`src/rtl/sdclk_pkg.sv`:
```
package sdclk_pkg;

  localparam int CFG_W     = 32;
  localparam int DIV_W     = 10;

  // bit positions that software relies on
  localparam int DIV_LSB   = 0;
  localparam int GATE_BIT  = 12;
  localparam int WID_LSB   = 14;
  localparam int EDGE_BIT  = 16;
  localparam int FLOW_BIT  = 17;
  localparam int DRATE_BIT = 18;
  localparam int SPEED_BIT = 19;
  localparam int RXS_LSB   = 20;

  localparam logic [CFG_W-1:0] CFG_MASK = 32'h003F_D3FF;

  typedef struct packed {
    logic [DIV_W-1:0] div;
    logic             gate;
    logic [1:0]       width;
    logic             edge_sel;
    logic             drate;
  } clk_cfg_t;

endpackage

```
`src/rtl/sdclk_cfg_reg.sv`:
```
module sdclk_cfg_reg
  import sdclk_pkg::*;
#(
  parameter int DATA_W = CFG_W
) (
  input  logic              clk,
  input  logic              rst,
  input  logic              we,
  input  logic [DATA_W-1:0] wdata,
  input  logic              cmd_busy,
  input  logic              dat_busy,
  output logic [DATA_W-1:0] word,
  output clk_cfg_t          cfg
);

  localparam logic [DATA_W-1:0] KEEP = DATA_W'(CFG_MASK);

  logic              accept;
  logic [DATA_W-1:0] word_q;

  assign accept = we && !cmd_busy && !dat_busy;

  always_ff @(posedge clk) begin
    if (rst) begin
      word_q <= '0;
    end else if (accept) begin
      word_q <= wdata & KEEP;
    end
  end

  assign word         = word_q;
  assign cfg.div      = word_q[DIV_LSB +: DIV_W];
  assign cfg.gate     = word_q[GATE_BIT];
  assign cfg.width    = word_q[WID_LSB +: 2];
  assign cfg.edge_sel = word_q[EDGE_BIT];
  assign cfg.drate    = word_q[DRATE_BIT];

  // a write during activity leaves the word untouched
  p_locked_r3 : assert property (@(posedge clk) disable iff (rst)
    (cmd_busy || dat_busy) |=> $stable(word_q));

  // an accepted write is visible on the next edge
  p_accept_r2 : assert property (@(posedge clk) disable iff (rst)
    (we && !cmd_busy && !dat_busy) |=> (word_q == ($past(wdata) & KEEP)));

endmodule

```
`src/rtl/sdclk_divider.sv`:
```
module sdclk_divider
  import sdclk_pkg::*;
#(
  parameter int DW = DIV_W
) (
  input  logic     clk,
  input  logic     rst,
  input  clk_cfg_t cfg,
  input  logic     run,
  output logic     ck_q,
  output logic     cmd_q,
  output logic     dat_q,
  output logic     act_zero
);

  localparam logic [DW-1:0] ONE = DW'(1);

  logic [DW-1:0] cnt_q, cnt_d;
  logic [DW-1:0] act_div_q, act_div_d;
  logic          act_edge_q, act_edge_d;
  logic          act_dr_q, act_dr_d;
  logic          ck_d;
  logic          reload;
  logic          phase_end;
  logic          rise, fall;
  logic          pre_fall, pre_rise;
  logic          cmd_d, dat_d;

  assign phase_end = (cnt_q == act_div_q - ONE);

  always_comb begin
    ck_d   = ck_q;
    cnt_d  = cnt_q;
    reload = 1'b0;
    if (act_div_q == '0) begin
      ck_d   = 1'b0;
      cnt_d  = '0;
      reload = 1'b1;
    end else if (!ck_q && !run) begin
      cnt_d  = '0;
      reload = 1'b1;
    end else if (phase_end) begin
      ck_d   = !ck_q;
      cnt_d  = '0;
      reload = ck_q;
    end else begin
      cnt_d  = cnt_q + ONE;
    end
  end

  always_comb begin
    act_div_d  = act_div_q;
    act_edge_d = act_edge_q;
    act_dr_d   = act_dr_q;
    if (reload) begin
      act_div_d  = cfg.div;
      act_edge_d = cfg.edge_sel;
      act_dr_d   = cfg.drate && (cfg.width != 2'b00);
    end
  end

  assign rise     = !ck_q && ck_d;
  assign fall     = ck_q && !ck_d;
  assign pre_fall = ck_d && (cnt_d == act_div_d - ONE);
  assign pre_rise = !ck_d && (act_div_d != '0) && (cnt_d == act_div_d - ONE) && run;

  always_comb begin
    if (!act_edge_d) begin
      cmd_d = rise;
      dat_d = rise || (act_dr_d && fall);
    end else begin
      cmd_d = pre_fall;
      dat_d = pre_fall || (act_dr_d && pre_rise);
    end
  end

  always_ff @(posedge clk) begin
    if (rst) begin
      ck_q       <= 1'b0;
      cnt_q      <= '0;
      act_div_q  <= '0;
      act_edge_q <= 1'b0;
      act_dr_q   <= 1'b0;
      cmd_q      <= 1'b0;
      dat_q      <= 1'b0;
    end else begin
      ck_q       <= ck_d;
      cnt_q      <= cnt_d;
      act_div_q  <= act_div_d;
      act_edge_q <= act_edge_d;
      act_dr_q   <= act_dr_d;
      cmd_q      <= cmd_d;
      dat_q      <= dat_d;
    end
  end

  assign act_zero = (act_div_q == '0);

  // phase counter never passes the active half period
  p_cnt_range_r4 : assert property (@(posedge clk) disable iff (rst)
    (act_div_q != '0) |-> (cnt_q < act_div_q));

  // active settings only move while the card clock is low
  p_no_runt_r11 : assert property (@(posedge clk) disable iff (rst)
    !$stable(act_div_q) |-> !ck_q);

  // a stopped clock stays low
  p_stop_low_r6 : assert property (@(posedge clk) disable iff (rst)
    (!run && !ck_q) |=> !ck_q);

  // a command launch always comes with a data launch
  p_cmd_dat_r9 : assert property (@(posedge clk) disable iff (rst)
    cmd_q |-> dat_q);

  // the divided clock idles while bypassed
  p_bypass_low_r5 : assert property (@(posedge clk) disable iff (rst)
    (act_div_q == '0) |=> !ck_q);

endmodule

```
`src/rtl/sdclk_bypass_gate.sv`:
```
module sdclk_bypass_gate (
  input  logic clk,
  input  logic rst,
  input  logic act_zero,
  input  logic run,
  input  logic ck_q,
  output logic byp_en,
  output logic card_clk
);

  // enable moves only on the kernel falling edge, while clk is low
  always_ff @(negedge clk) begin
    if (rst) begin
      byp_en <= 1'b0;
    end else begin
      byp_en <= act_zero && run;
    end
  end

  assign card_clk = byp_en ? clk : ck_q;

  // pass-through and divided clock never overlap
  p_gate_excl_r12 : assert property (@(posedge clk) disable iff (rst)
    byp_en |-> !ck_q);

endmodule

```
`src/rtl/sdclk_gen.sv`:
```
module sdclk_gen
  import sdclk_pkg::*;
#(
  parameter int DATA_W = CFG_W,
  parameter int DW     = DIV_W
) (
  input  logic              clk,
  input  logic              rst,
  input  logic              cfg_we,
  input  logic [DATA_W-1:0] cfg_wdata,
  output logic [DATA_W-1:0] cfg_rdata,
  input  logic              cmd_busy,
  input  logic              dat_busy,
  input  logic              bus_idle,
  output logic              card_clk,
  output logic              cmd_launch,
  output logic              dat_launch
);

  clk_cfg_t cfg;
  logic     run;
  logic     ck_q, cmd_q, dat_q;
  logic     act_zero;
  logic     byp_en;

  sdclk_cfg_reg #(.DATA_W(DATA_W)) u_cfg (
    .clk      (clk),
    .rst      (rst),
    .we       (cfg_we),
    .wdata    (cfg_wdata),
    .cmd_busy (cmd_busy),
    .dat_busy (dat_busy),
    .word     (cfg_rdata),
    .cfg      (cfg)
  );

  assign run = !(cfg.gate && bus_idle);

  sdclk_divider #(.DW(DW)) u_div (
    .clk      (clk),
    .rst      (rst),
    .cfg      (cfg),
    .run      (run),
    .ck_q     (ck_q),
    .cmd_q    (cmd_q),
    .dat_q    (dat_q),
    .act_zero (act_zero)
  );

  sdclk_bypass_gate u_gate (
    .clk      (clk),
    .rst      (rst),
    .act_zero (act_zero),
    .run      (run),
    .ck_q     (ck_q),
    .byp_en   (byp_en),
    .card_clk (card_clk)
  );

  assign cmd_launch = byp_en | cmd_q;
  assign dat_launch = byp_en | dat_q;

  // with the default edge a divided command launch sits in a high phase
  p_launch_high_r7 : assert property (@(posedge clk) disable iff (rst)
    (cmd_q && !cfg.edge_sel && $stable(cfg) && !act_zero) |-> ck_q);

endmodule

```
`config.mk`:
```
export PLATFORM = sky130hd
export DESIGN_NAME = sdclk_gen
export DESIGN_NICKNAME = d
export VERILOG_FILES = /design/src/rtl/sdclk_pkg.sv /design/src/rtl/sdclk_cfg_reg.sv /design/src/rtl/sdclk_divider.sv /design/src/rtl/sdclk_bypass_gate.sv /design/src/rtl/sdclk_gen.sv
export SDC_FILE = /design/constraint.sdc
export NUM_CORES = 1
export LEC_CHECK = 0
export BUFFER_PORTS_ARGS = -buffer_cell sky130_fd_sc_hd__buf_2
export CAP_MARGIN = 20
export CORE_MARGIN = 4
export CORE_UTILIZATION = 49
export CTS_CLUSTER_DIAMETER = 150
export DETAILED_ROUTE_END_ITERATION = 7
export PLACE_DENSITY = 0.82
export SKIP_LAST_GASP = 1
export SLEW_MARGIN = 40
export SYNTH_ARGS = -nofsm -noshare
export SYNTH_HDL_FRONTEND = slang
export SYNTH_SLANG_ARGS = --single-unit
```
`constraint.sdc`:
```
create_clock -name clk -period 4.95 [get_ports clk]
set_clock_uncertainty 0.1 [all_clocks]
set_input_delay 0.495 -clock clk [delete_from_list [all_inputs] [get_ports clk]]
set_output_delay 0.495 -clock clk [all_outputs]
set_load 0.03 [all_outputs]
```
==> impl_metrics.ini <==
[final_layout]
area_growth_pct = 13.3
antennaDiodeCount = 0
fin_util = 0.573
fill_cells = 503
mostFrequentLayoutCell = nand2_1
final_cell_mix = nand2_1 (72), buf_2 (46), dfxtp_1 (45), a21oi_1 (37), nor3_1 (26)
layout-drive-gt1-share = 0.191
final_nets = 444

[global_routing]
overflow = 0
grt_max_degree = 45
antenna_found_initial = 0
grt_pass1_wl_um = 11600
grt_pass1_vias = 2543
track_usage = 0.199

[worst_setup_path]
required_ns = 5.21
crit_fanout = 8
r2r-start = u_div.act_div_q[2]$_SDFF_PP0_
r2r-end = u_div.cmd_q$_SDFF_PP0_
r2r_cells = 14
startpoint_type = flip-flop
regToRegSetupSlack_ns = 0.54
path_class = flip-flop to flip-flop
worstPathArrival_ns = 4.67
crit_path_end_kind = flip-flop

[placed_design]
dp_hpwl_um = 4870
pre_cts_ws_ns = 0.633
gp_routability_congestion = 0.908
portBuffers = 46

[synthesis]
yosysWarnings = 0
synth_cells = 364
synth_area_um2 = 2790
ys.flop_type = dfxtp_1
ys_seq_elements = 45
async_reset_ff_frac = 0
synth_cell_types = 58
syn_area_per_cell_um2 = 7.65
seq_area_frac_synth = 0.323
synth_edf_count = 0

[run_status]
status = finished clean

[die]
core_area_um2 = 5510
initial_core_util = 0.506
die-area_um2 = 6950
dieWidth_um = 83.4
die_y_um = 83.4
pin_count = 73
row_count = 27

[clock_tree]
clk_pin_slew_ns = 0.10
post_cts_buffers = 0
cts_hold_buf = 0
worst_skew_pair.late_latency_ns = 0.42
cts_tree = yes
cts_resized = 0

[hold_path]
min_delay_worst_endpoint = u_cfg.word[9]$_SDFFE_PP0P_
hold_path_class = input pin to flip-flop
worstHoldPathCells = 3
hp-start = cfg_wdata[9]

[power_and_ir_drop]
p_leak_nw = 1.24
peakVddDrop_mv = 0.191
powerDensity_nw_per_um2 = 307

[timing]
setup_slack_ns = 0.540
max-slew-margin-rel = 0.532
fin_tns_setup_ns = 0
fmax_mhz = 227
period_needed_ns = 4.41
setup_violations = 0
rsz0062_at_grt = false
fin_crit_sh = 0.891
worst_pin_slew_ns = 0.698
hold_violations = 0
drv_slew = 0

[drt]
vias = 2653
drt.antenna.violating_nets = 0
post_drt_wl_per_cell_um = 14.4
viasPerCell = 5.57
first_iter_violations = 219
wl_um = 6870
dr.pass1.iters = 5
route.detailed.drc = 0

[run]
drv_cap = 0
final cells by class:
type,instances,area [µm²],area share
multi-input combinational,292,1730,0.547
sequential,45,901,0.285
timing repair buffer,49,255,0.0809
clock buffer,9,115,0.0365
tap,72,90.1,0.0285
clock inverter,4,51.3,0.0163
inverter,5,18.8,0.00595
state kept, by name (all words and copies together), names as in the netlist:
name	cells
u_cfg.word	19
u_div.act_div_q	10
u_div.act_dr_q	1
u_div.act_edge_q	1
u_div.ck_q	1
u_div.cmd_q	1
u_div.cnt_q	10
u_div.dat_q	1
u_gate.byp_en	1
critical path, stage by stage (launching register included):
cell       delay, ns
dfxtp_1         0.41
or3_1           0.44
or4_4           0.48
a2111oi_4       0.32
o221ai_2        0.25
o31a_1          0.42
mux2i_2         0.33
ha_1            0.30
nand3b_1        0.10
mux2i_1         0.27
nand2_1         0.09
o31ai_1         0.29
o211ai_2        0.19
a21oi_1         0.21
o21a_1          0.15
cells in the mapped netlist (all sizes together) (2+ instances only):
master | count | area [µm²]
dfxtp | 45 | 901
nand3 | 10 | 50.1
and2 | 2 | 12.5
ha | 3 | 37.5
a221oi | 2 | 17.5
o21ai | 6 | 33.8
and3 | 3 | 18.8
nor4b | 3 | 32.5
clkbuf | 18 | 67.6
nor3b | 3 | 22.5
nand3b | 2 | 15.0
nor2 | 25 | 93.8
a21o | 2 | 15.0
nand2 | 72 | 270
buf | 15 | 114
or2 | 5 | 31.3
o211ai | 4 | 35.0
xnor2 | 25 | 219
o31ai | 3 | 27.5
xor2 | 12 | 105
mux2i | 6 | 67.6
or3 | 3 | 18.8
nor4 | 5 | 37.5
o221ai | 2 | 23.8
inv | 5 | 18.8
nor3 | 27 | 140
a21oi | 37 | 185
power by group:
group	internal (mW)	leakage (nW)	switching, mW
logic	0.0738	0.782	0.135
clock network	0.211	0.0945	0.163
registers	0.372	0.365	0.0142
total	0.656	1.24	0.312
routing by layer:
metal | GRT usage | part of all wire | vias to the layer above
met3 | 0.0506 | 0.075 | 23
li1 | - | - | 1309
met1 | 0.242 | 0.43 | 1209
met4 | 0.0847 | 0.026 | 0
met2 | 0.332 | 0.46 | 112
met5 | 0 | 0 | -
through the flow:
stage                     cells  hold WS, ns  area, µm²  power [mW]
final                       476        0.199       3160       0.968
after global placement      465        0.340       3000       0.611
after CTS                   476        0.197       3160       0.968
after global routing        476        0.207       3160        1.01
after detailed placement    465        0.343       3000       0.615
after floorplan             376        0.346       2830       0.572
how the worst max path moves through the flow:
stage / startpoint / to / cells after the start / slack [ns]
2_1_floorplan: u_div.act_div_q[2]$_SDFF_PP0_ / u_div.dat_q$_SDFF_PP0_ / 17 / 0.83
3_3_place_gp: u_div.act_div_q[2]$_SDFF_PP0_ / u_div.dat_q$_SDFF_PP0_ / 14 / 0.69
3_5_place_dp: u_div.act_div_q[2]$_SDFF_PP0_ / u_div.dat_q$_SDFF_PP0_ / 14 / 0.63
4_1_cts: u_div.act_div_q[2]$_SDFF_PP0_ / u_div.dat_q$_SDFF_PP0_ / 14 / 0.58
5_1_grt: u_div.act_div_q[0]$_SDFF_PP0_ / u_div.cmd_q$_SDFF_PP0_ / 16 / 0.28
6_report: u_div.act_div_q[2]$_SDFF_PP0_ / u_div.cmd_q$_SDFF_PP0_ / 14 / 0.54
cells by family after synthesis:
kind of cell | Yosys count | synth area share
other | 1 | 0.00135
buffers and inverters | 39 | 0.0732
AO/OA/AOI/OAI | 70 | 0.172
XOR/XNOR | 37 | 0.116
adder cells (fa/ha/maj) | 3 | 0.0135
multiplexers | 6 | 0.0243
flip-flops | 45 | 0.323
AND/OR/NAND/NOR | 163 | 0.276
No activity file was read; power rests on OpenSTA's default activity.
